--- src/rtl/tmo_pkg.sv ---
package tmo_pkg;

    localparam int PRESC_W   = 12;
    localparam int LIM_W     = 12;
    localparam int NUM_SIDES = 2;

    // side identifiers; the value is the index into the per-side arrays
    typedef enum logic [0:0] {
        SIDE_MEM  = 1'b0,
        SIDE_STRM = 1'b1
    } side_e;

    // what one side reports each cycle
    typedef struct packed {
        logic stall;
        logic progress;
    } side_in_t;

    // next action of a side counter
    typedef enum logic [1:0] {
        ACT_CLEAR   = 2'd0,
        ACT_RESTART = 2'd1,
        ACT_ADVANCE = 2'd2,
        ACT_HOLD    = 2'd3
    } cnt_act_e;

    // all-ones limit is a clear command rather than a limit
    function automatic logic is_clear_cmd(input logic [LIM_W-1:0] v);
        return &v;
    endfunction

endpackage

--- src/rtl/tmo_tick_gen.sv ---
module tmo_tick_gen
    import tmo_pkg::*;
#(
    parameter int W = PRESC_W
) (
    input  logic         clk,
    input  logic         rst,
    input  logic         enable,
    input  logic [W-1:0] presc,
    output logic         tick
);

    logic [W-1:0] cnt;

    // >= keeps a lowered prescaler value from forcing a long wrap
    assign tick = enable && (cnt >= presc);

    always_ff @(posedge clk) begin
        if (rst || !enable) begin
            cnt <= '0;
        end else if (tick) begin
            cnt <= '0;
        end else begin
            cnt <= cnt + 1'b1;
        end
    end

    p_no_tick_disabled_r5: assert property (@(posedge clk) disable iff (rst)
        !enable |-> !tick);

    p_restart_on_enable_r5: assert property (@(posedge clk) disable iff (rst)
        $rose(enable) |-> (cnt == '0));

    p_wrap_after_tick_r2: assert property (@(posedge clk) disable iff (rst)
        tick |=> (cnt == '0));

    p_step_between_ticks_r2: assert property (@(posedge clk) disable iff (rst)
        (enable && !tick) |=> (!enable || (cnt == $past(cnt) + 1'b1)));

endmodule

--- src/rtl/tmo_side_counter.sv ---
module tmo_side_counter
    import tmo_pkg::*;
#(
    parameter int W = LIM_W
) (
    input  logic         clk,
    input  logic         rst,
    input  logic         clear,
    input  logic         tick,
    input  side_in_t     side_i,
    input  logic [W-1:0] limit,
    output logic         flag
);

    logic [W-1:0] count;
    cnt_act_e     act;
    logic         at_limit;

    assign at_limit = (count == limit);

    always_comb begin
        if (clear) begin
            act = ACT_CLEAR;
        end else if (side_i.progress || !side_i.stall) begin
            act = ACT_RESTART;
        end else if (tick) begin
            act = ACT_ADVANCE;
        end else begin
            act = ACT_HOLD;
        end
    end

    always_ff @(posedge clk) begin
        if (rst) begin
            count <= '0;
            flag  <= 1'b0;
        end else begin
            unique case (act)
                ACT_CLEAR: begin
                    count <= '0;
                    flag  <= 1'b0;
                end
                ACT_RESTART: begin
                    count <= '0;
                end
                ACT_ADVANCE: begin
                    if (at_limit) begin
                        flag <= 1'b1;
                    end else begin
                        count <= count + 1'b1;
                    end
                end
                default: begin
                end
            endcase
        end
    end

    p_flag_sticky_r8: assert property (@(posedge clk) disable iff (rst)
        (flag && !clear) |=> flag);

    p_clear_drops_r4: assert property (@(posedge clk) disable iff (rst)
        clear |=> (!flag && (count == '0)));

    p_idle_zero_r7: assert property (@(posedge clk) disable iff (rst)
        (!clear && !side_i.stall) |=> (count == '0));

    p_progress_zero_r6: assert property (@(posedge clk) disable iff (rst)
        (!clear && side_i.progress) |=> (count == '0));

    p_advance_r3: assert property (@(posedge clk) disable iff (rst)
        (!clear && side_i.stall && !side_i.progress && tick && (count != limit))
        |=> (count == $past(count) + 1'b1));

    p_hit_sets_flag_r3: assert property (@(posedge clk) disable iff (rst)
        (!clear && side_i.stall && !side_i.progress && tick && (count == limit))
        |=> flag);

    p_no_tick_hold_r2: assert property (@(posedge clk) disable iff (rst)
        (!clear && side_i.stall && !side_i.progress && !tick) |=> $stable(count));

endmodule

--- src/rtl/stall_timeout_monitor.sv ---
module stall_timeout_monitor
    import tmo_pkg::*;
#(
    parameter int PW = PRESC_W,
    parameter int LW = LIM_W
) (
    input  logic          clk,
    input  logic          rst,
    input  logic          enable,
    input  logic [PW-1:0] presc_val,
    input  logic [LW-1:0] limit_val,
    input  logic          mem_stall,
    input  logic          mem_progress,
    input  logic          strm_stall,
    input  logic          strm_progress,
    output logic          mem_timeout,
    output logic          strm_timeout
);

    localparam int MEM_IDX  = int'(SIDE_MEM);
    localparam int STRM_IDX = int'(SIDE_STRM);

    logic                 tick;
    logic                 clear_all;
    side_in_t             side_in  [NUM_SIDES];
    logic [NUM_SIDES-1:0] flag_vec;

    assign clear_all = !enable || (&limit_val);

    assign side_in[MEM_IDX]  = '{stall: mem_stall,  progress: mem_progress};
    assign side_in[STRM_IDX] = '{stall: strm_stall, progress: strm_progress};

    tmo_tick_gen #(.W(PW)) u_tick (
        .clk    (clk),
        .rst    (rst),
        .enable (enable),
        .presc  (presc_val),
        .tick   (tick)
    );

    for (genvar g = 0; g < NUM_SIDES; g++) begin : g_side
        tmo_side_counter #(.W(LW)) u_side (
            .clk    (clk),
            .rst    (rst),
            .clear  (clear_all),
            .tick   (tick),
            .side_i (side_in[g]),
            .limit  (limit_val),
            .flag   (flag_vec[g])
        );
    end

    assign mem_timeout  = flag_vec[MEM_IDX];
    assign strm_timeout = flag_vec[STRM_IDX];

    p_both_clear_r4: assert property (@(posedge clk) disable iff (rst)
        (enable && (&limit_val)) |=> (flag_vec == '0));

    p_disable_clears_r5: assert property (@(posedge clk) disable iff (rst)
        !enable |=> (flag_vec == '0));

    p_reset_flags_r1: assert property (@(posedge clk)
        rst |=> (flag_vec == '0));

endmodule

--- config.mk ---
export PLATFORM = sky130hd
export DESIGN_NAME = stall_timeout_monitor
export DESIGN_NICKNAME = d
export VERILOG_FILES = /design/src/rtl/tmo_pkg.sv /design/src/rtl/tmo_tick_gen.sv /design/src/rtl/tmo_side_counter.sv /design/src/rtl/stall_timeout_monitor.sv
export SDC_FILE = /design/constraint.sdc
export NUM_CORES = 1
export LEC_CHECK = 0
export CELL_PAD_IN_SITES_DETAIL_PLACEMENT = 1
export CELL_PAD_IN_SITES_GLOBAL_PLACEMENT = 2
export CORE_MARGIN = 2
export CORE_UTILIZATION = 33
export DETAILED_ROUTE_END_ITERATION = 8
export HOLD_SLACK_MARGIN = 0.02
export PLACE_DENSITY_LB_ADDON = 0.1
export SLEW_MARGIN = 20
export SYNTH_ARGS = -nofsm -noshare
export SYNTH_HDL_FRONTEND = slang
export SYNTH_SLANG_ARGS = --single-unit
--- constraint.sdc ---
create_clock -name clk -period 2.35 [get_ports clk]
set_input_delay 0.47 -clock clk [delete_from_list [all_inputs] [get_ports clk]]
set_output_delay 0.47 -clock clk [all_outputs]
set_load 0.1 [all_outputs]
# After elaboration in Yosys (flattened, before gate mapping)
# Index checks and enable logic that the tools add are counted.
# word_totals
ff_bits	38
latchBits	0
ramBits	0
rom_bits	0
input_bits	31
out_inout_bits	2
wordCells	54
n_memories	0
# op_classes
addsub	3
mul	0
div	0
magnitude_cmp	1
eq_ne	10
shifts	0
mux	13
n_bitwise	0
reduce_logical	22
# op_table
cell	n
$pmux W12 S2	2
$add A12 B1 Y12 const B	3
$eq A12 B12 Y1	2
$mux W12	2
$ge A12 B12 Y1	1
$reduce_and A12 Y1	1
$mux W2	4
$reduce_and A2 Y1	4
$reduce_bool A2 Y1	4
$reduce_or A2 Y1	3
$eq A2 B1 Y1 const B	2
$eq A2 B2 Y1 const B	2
$logic_not A2 Y1	2
$logic_or A1 B1 Y1	4
$ne A2 B1 Y1 const B	2
$ne A2 B2 Y1 const B	2
$pmux W1 S2	2
$logic_not A1 Y1	3
$mux W1	3
$logic_and A1 B1 Y1	1

# Depth between registers and ports, before layout
# Gate-level depths: netlist (run 1).
# depth
depth_word	9
depth_mapped	9
depth_no_buf	8

# Modules after synthesis
# Synthesis (run 1) repeated with hierarchy kept, for this count alone.
# unflattened
hier_cells	270
area_unflattened_um2	2494.9
# by_module_without_submodules
mod	n_inst	cells_per_inst	area_each_um2	seq_area_each_um2
tmo_side_counter	2	84	790.8	260.2
tmo_tick_gen	1	98	887.1	240.2
stall_timeout_monitor	1	4	26.3	0.0

# Worst setup path after synthesis (run 1)
# No wires, ideal clock.
# synth_timing
path_type	input to register
from	in presc_val[11]
to	reg g_side[1].u_side.count[11]
arrival_ns	2.087
required_time_ns	2.235
slack_ns	0.149
cell_stages	8
n_path_buf	0
cell_sequence	inv_1 > ha_1 > nand4_2 > nor4_2 > a2bb2oi_2 > and3_4 > o31a_1 > o21a_1
# synth_via
elab_chain_cells	9
word_cells_on_any_way	13
# synth_rtl
element	line	rtl
start: declaration	stall_timeout_monitor.sv:10	input logic [PW-1:0] presc_val,
$ge A12 B12 Y1 (*)	tmo_tick_gen.sv:16	assign tick = enable && (cnt >= presc);
$logic_and A1 B1 Y1 (*)	tmo_tick_gen.sv:16	
$mux W1 (*)	tmo_side_counter.sv:26	end else if (tick) begin
$mux W2 (*)	tmo_side_counter.sv:24	end else if (side_i.progress || !side_i.stall) begin
$mux W2 (*)	tmo_side_counter.sv:22	if (clear) begin
$eq A2 B1 Y1 or $logic_not A2 Y1 (tied branches)	tmo_side_counter.sv:38	unique case (act)
$reduce_or A2 Y1 (no source line)	n/a	
$reduce_bool A2 Y1 (no source line)	n/a	
$reduce_and A2 Y1 (no source line)	n/a	
end signal: assignment	tmo_side_counter.sv:50	count <= count + 1'b1;
end: declaration	tmo_side_counter.sv:15	logic [W-1:0] count;
# Every way passes the cells marked *; elsewhere a longest branch is shown, timed or not.
# A chain may end at the register's enable or synchronous reset.

# Worst setup path after layout (run 1)
# layout_timing
from	in presc_val[5]
to	reg g_side[1].u_side.count[8]
# The elaborated chain is that of the path after synthesis.

==> results of run 1 <==
==> stage by stage <==
stage / cell area [µm²] / hold WS, ns
floorplan: 2440 / 0.426
global placement: 3190 / 0.443
detailed placement: 3190 / 0.456
CTS: 3350 / 0.472
global route: 3490 / 0.482
finish: 3490 / 0.462
==> area by class of cell <==
| cell class | instances | area, µm² | area share (%) |
|---|---|---|---|
| Clock buffer | 7 | 86.3 | 2.47 |
| Clock inverter | 1 | 5.00 | 0.143 |
| Inverter | 17 | 63.8 | 1.83 |
| Multi-Input combinational cell | 225 | 1760 | 50.3 |
| Sequential cell | 38 | 761 | 21.8 |
| Tap cell | 99 | 124 | 3.55 |
| Timing Repair Buffer | 79 | 698 | 20.0 |
==> cells in the final DEF (no fill, tap or decap), drive strengths merged, types with 2 or more instances in the layout <==
| master | instances |
|---|---|
| and2 | 2 |
| dfxtp | 38 |
| dlymetal6s2s | 4 |
| o211ai | 2 |
| xor2 | 5 |
| nor3 | 4 |
| ha | 15 |
| a21oi | 11 |
| nand4 | 14 |
| o21a | 3 |
| clkdlybuf4s50 | 26 |
| clkbuf | 7 |
| o21ai | 4 |
| a21o | 2 |
| xnor2 | 33 |
| o2111ai | 2 |
| a31o | 2 |
| a31oi | 2 |
| and3 | 10 |
| mux2i | 8 |
| a311oi | 3 |
| nor3b | 5 |
| a32o | 2 |
| inv | 17 |
| o31a | 3 |
| nor2 | 33 |
| nor4 | 3 |
| nand2b | 8 |
| buf | 49 |
| nand3 | 12 |
| a211oi | 3 |
| nand2 | 26 |
==> where the power goes <==
part	switching (mW)	internal [mW]	leakage (nW)
combinational	0.0816	0.113	1.01
clock	0.234	0.237	0.0482
sequential	0.00150	0.645	0.306
==> path summary, 6_finish.rpt <==
check / slack, ns / to / from
max reg2reg: 0.33 / g_side[1].u_side.count[11]$_SDFFE_PP0P_ / u_tick.cnt[9]$_SDFF_PP0_
min: 0.46 / u_tick.cnt[0]$_SDFF_PP0_ / u_tick.cnt[0]$_SDFF_PP0_
max: 0.09 / g_side[1].u_side.count[8]$_SDFFE_PP0P_ / presc_val[5]
min reg2reg: 0.46 / u_tick.cnt[0]$_SDFF_PP0_ / u_tick.cnt[0]$_SDFF_PP0_
==> sequential cells by signal, summed over array words and instances, names as in the netlist <==
register and count:
g_side.u_side.count 24, u_tick.cnt 12, g_side.u_side.flag 2
==> layer usage <==
metal / share of wire (%) / wire (µm)
met1: 47 / 3260
met2: 48 / 3320
met3: 3.5 / 243
met4: 1.2 / 86
met5: 0 / 0
==> repair_timing <==
item                                    CTS  global route
hold buffers                              0             0
pin swaps                                 2            16
endpoints found under the setup margin   10            31
cloned                                    0             1
buffers inserted                          1             1
resized for setup                         8            26
==> cells by family (layout without fill, tap and decap cells) <==
family                     Yosys count  count (layout)
adders and majority gates           15              15
buffers and inverters               21             104
DFF                                 38              38
xor gates and xnor gates            38              38
and+or+nand+nor                    120             120
AOI/OAI and AO/OA                   44              44
muxes                                8               8
==> worst max-delay path: cells and delay by family <==
family	cells	cell delay, ns
AOI/OAI and AO/OA	5	0.88
adders and majority gates	1	0.24
buffers and inverters	3	0.66
muxes	1	0.23
==> impl_metrics.toml, run 1 <==
[timing]
setup_slack_ns = 0.0877
period_minus_slack_ns = 2.26
fmax_ghz = 0.442
hold_viol = 0
slew_headroom_pct = 78.0
final_max_slew_viol_count = 0
rsz0062_at_grt = "no"
fin_worst_skew_ns = 0.0109
final-setup-viol-count = 0
setup-tns-final_ns = 0
worst_pin_slew_ns = 0.328
min_period_over_period_pct = 96.3

[yosys]
yosys.area_share.xor_xnor_pct = 13.6
synth-main-ff-cell = "dfxtp_1"
synth.area.top_cells = "dfxtp_1 (31%), xnor2_1 (12%), ha_1 (7.7%), nor2_1 (5.1%), nand2_1 (3.8%)"
ys_ff_latch = 38
yosysUniqueCellTypes = 50
synth_area_um2 = 2440
synth_cells = 284
synth_largest_type_area_fraction_pct = 31.1
synth_top_family_by_area = "simple AND/OR/NAND/NOR gates"
syn_avg_cell_area_um2 = 8.61
synth-adder-area-share_pct = 7.68
yosysTopAreaCell = "dfxtp_1"
yosysMostFrequentCell = "dfxtp_1"
ys_seq_area_share_pct = 31.1
synth.net_count = 330
synthSimpleGateAreaFrac_pct = 25.7
synth-edff-count = 0
ys_warn_count = 0
synth_compound_area_share_pct = 14.6
ys_async_sr_fraction_pct = 0
synthMuxAreaShare_pct = 3.28
synthTopCellsByCount = "dfxtp_1 (38), nor2_1 (33), xnor2_1 (33), nand2_1 (25), inv_1 (17)"

[floorplanning]
boundaryPins = 33
fp.dieW_um = 90.1
initial_core_util_pct = 33.9
coreArea_um2 = 7210
die_y_um = 90.1
die-area_um2 = 8110
rows = 31

[worst_setup_path]
crit_arrival_ns = 2.48
crit_path_max_incr_delay_ns = 0.45
crit_fanout = 6
crit_path_end_kind = "flip-flop"
slowest_stage = "clkdlybuf4s50_1"
path_cells = "clkdlybuf4s50_1, inv_1, ha_4, a21oi_2, o21a_1, a2bb2oi_4, a21oi_4, buf_6, o211ai_1, mux2i_1"
crit_required_ns = 2.57
critical_path_class = "input port to flip-flop"
ff2ff_path_depth = 7
cp-start-kind = "input port"

[clock_network]
cts_tree = "built"
cts_sinks = 38
clockBufferDepth = 2
clk_latency_ns = 0.29
cts_buffers = 5
ctsHtreeMaxLevel = 2
clkTransAtPathRegs_ns = 0.08
clock_tree.root_cell = "clkbuf_8"

[route]
vias_per_cell = 4.98
first_pass_iters = 4
drt_iter0_drc = 40
post_drt_wl_per_cell_um = 14.8
detail_route.wirelength_um = 6920
ant_nets = 0
drcViolationCount = 0
dr_total_vias = 2319

[grt]
grt_pass1_vias = 2363
grt_pass1_wl_um = 11100
top_usage_layer = "met2"
use_met3_pct = 3.94
grtUsageTotal_pct = 16.8
grt_use_met2_pct = 29.1
grt.overflow.total = 0
use_met1_pct = 20.8
grt_max_degree = 17
antenna_found_initial = 0

[cells_and_area]
n_antenna_cell = 0
nets = 412
nFillCells = 872
final_cells = 466
utilization_pct = 48.4
drive_gt1_share_pct = 24.3
area_delta_synth_final_pct = 42.9

[place]
placed_cells = 455
routabilityCongestion = 0.759
dp_slack_ns = -0.412
port_buffers = 32
hpwlAfterDp_um = 5290

[job]
maxCapViolCount = 0

[outcome]
run_status = "finished clean"

[pwr]
peakVddDrop_mv = 0.200
p_leak_nw = 1.36
total_power_mw = 1.31
power.density_nw_per_um2 = 375

[hold_path]
whs_path_depth = 1
hold_class = "flip-flop to flip-flop"
No activity file was read; power rests on OpenSTA's default activity.
==> run 2, diff against run 1 <==
--- a/config.mk
+++ b/config.mk
@@ -8,10 +8,12 @@
 export CELL_PAD_IN_SITES_DETAIL_PLACEMENT = 1
 export CELL_PAD_IN_SITES_GLOBAL_PLACEMENT = 2
 export CORE_MARGIN = 2
-export CORE_UTILIZATION = 33
+export CORE_UTILIZATION = 38
 export DETAILED_ROUTE_END_ITERATION = 8
+export DONT_BUFFER_PORTS = 1
 export HOLD_SLACK_MARGIN = 0.02
 export PLACE_DENSITY_LB_ADDON = 0.1
+export SETUP_SLACK_MARGIN = 0.05
 export SLEW_MARGIN = 20
 export SYNTH_ARGS = -nofsm -noshare
 export SYNTH_HDL_FRONTEND = slang
==> run 2 against run 1 <==
  * Non-clock buffer count decreased by 66
  * Largest power group unchanged
  * Final area decreased by 22%
  * Global-route usage increased by 1.4 points
  * Highest routed layer unchanged
  * Routed wire length decreased by 12%
==> impl_metrics.toml, run 2 (synthesis results as in run 1) <==
[outcome]
run_status = "finished clean"

[clock_network]
clockBufferDepth = 2
cts_buffers = 5
ctsHtreeMaxLevel = 2
clock_tree.root_cell = "clkbuf_8"
cts_sinks = 38
clkTransAtPathRegs_ns = 0.08
cts_tree = "built"
clk_latency_ns = 0.29

[cells_and_area]
multi_input_area_um2 = 1590
top_regs = "g_side.u_side.count x24, u_tick.cnt x12, g_side.u_side.flag x2"
drive_gt1_share_pct = 11.0
final_cells = 378
max_flop_register = "g_side.u_side.count"
layout_commonest_cell = "dfxtp_1"
mostFrequentLayoutCells = "dfxtp_1 (38), nor2_1 (33), xnor2_1 (33)"
nFillCells = 766
nets = 346
area_delta_synth_final_pct = 11.1
largest_register_ffs = 24
register_area_um2 = 761
n_antenna_cell = 0

[pwr]
p_leak_nw = 1.03
peakVddDrop_mv = 0.221
power.density_nw_per_um2 = 443

[grt]
grtUsageTotal_pct = 18.2
top_usage_layer = "met2"
grt_pass1_vias = 2097
use_met3_pct = 4.82
grt.overflow.total = 0
grt_pass1_wl_um = 10300
antenna_found_initial = 0
grt_max_degree = 17
grt_use_met2_pct = 29.8
use_met1_pct = 24.0

[hold_path]
whs_path_depth = 2
hold_class = "input port to flip-flop"
whs_endpoint = "g_side[0].u_side.count[4]$_SDFFE_PP0P_"
hold_start = "enable"

[floorplanning]
fp.dieW_um = 84.2
rows = 29
boundaryPins = 33
initial_core_util_pct = 38.9
die-area_um2 = 7090
coreArea_um2 = 6280
die_y_um = 84.2

[route]
drcViolationCount = 0
ant_nets = 0
vias_per_cell = 5.44
first_pass_iters = 4
dr_total_vias = 2057
drt_iter0_drc = 60
post_drt_wl_per_cell_um = 16.1
detail_route.wirelength_um = 6080

[timing]
setup-tns-final_ns = 0
rsz0062_at_grt = "yes"
slew_headroom_pct = 48.8
worst_pin_slew_ns = 0.767
min_period_over_period_pct = 92.5
period_minus_slack_ns = 2.17
final_max_slew_viol_count = 0
fmax_ghz = 0.460
fin_worst_skew_ns = 0.00508
final-setup-viol-count = 0
hold_viol = 0

[worst_setup_path]
crit_start = "u_tick.cnt[9]$_SDFF_PP0_"
r2r_end = "g_side[0].u_side.count[3]$_SDFFE_PP0P_"
r2r_slack_ns = 0.18
crit_path_end_kind = "flip-flop"
crit_required_ns = 2.55
critical_path_class = "flip-flop to flip-flop"
crit_arrival_ns = 2.38
r2r-start = "u_tick.cnt[9]$_SDFF_PP0_"
ff2ff_path_depth = 9
cp-start-kind = "flip-flop"
crit_fanout = 16

[job]
maxCapViolCount = 0

[place]
placed_cells = 369
routabilityCongestion = 0.742
port_buffers = 0
hpwlAfterDp_um = 4880
run 2: cell count changes in the layout (fill, tap and decap cells not counted), sizes merged:
cell           change
dlymetal6s2s       -4
buf               -36
clkdlybuf4s50     -26
run 2: layout make-up:
class                           count  area share, %
Clock buffer                        7           3.18
Clock inverter                      1          0.184
Inverter                           17           2.35
Multi-Input combinational cell    225           58.7
Sequential cell                    38           28.0
Tap cell                           77           3.55
Timing Repair Buffer               13           4.06
run 2: power breakdown:
part	total, mW	switching (mW)	internal (mW)
registers	0.646	0.00150	0.645
logic	0.0793	0.0417	0.0376
clock network	0.478	0.241	0.237
run 2: worst max path at each step:
stage,end,cells past startpoint
global placement,g_side[1].u_side.count[7]$_SDFFE_PP0P_,8
CTS,g_side[1].u_side.count[7]$_SDFFE_PP0P_,9
detailed placement,g_side[1].u_side.count[7]$_SDFFE_PP0P_,8
global route,g_side[0].u_side.count[5]$_SDFFE_PP0P_,9
floorplan,g_side[1].u_side.count[11]$_SDFFE_PP0P_,8
finish,g_side[0].u_side.count[3]$_SDFFE_PP0P_,9
run 2: layer usage:
layer | vias up | part of all wire, %
met5 | - | 0
met2 | 31 | 46
met1 | 980 | 48
met3 | 7 | 4.4
li1 | 1039 | -
met4 | 0 | 1.1
run 2: worst max-delay path: stages (launching register included):
cell and delay (ns):
dfxtp_1 0.35, ha_1 0.32, nand4_2 0.14, nor4_2 0.32, a2bb2oi_2 0.14, buf_4 0.18, a21oi_4 0.13, buf_12 0.16
a21oi_1 0.07, a311oi_1 0.26
run 2: metrics by stage:
| stage | cell area [µm²] | setup slack (ns) | hold slack (ns) | power (mW) | utilization [%] |
|---|---|---|---|---|---|
| 2_1_floorplan | 2440 | 0.149 | 0.426 | 0.724 | - |
| 3_3_place_gp | 2610 | 0.130 | 0.452 | 0.741 | 41.6 |
| 3_5_place_dp | 2610 | 0.0784 | 0.461 | 0.743 | 41.6 |
| 4_1_cts | 2700 | 0.112 | 0.329 | 1.23 | 43.0 |
| 5_1_grt | 2720 | 0.0340 | 0.330 | 1.26 | 43.3 |
| 6_report | 2720 | 0.176 | 0.329 | 1.20 | 43.3 |
run 2: repair_timing:
action	CTS	global route
hold buffers	0	0
resized for setup	0	1
endpoints found under the hold margin	0	0
endpoints found under the setup margin	0	5
setup buffers	0	1
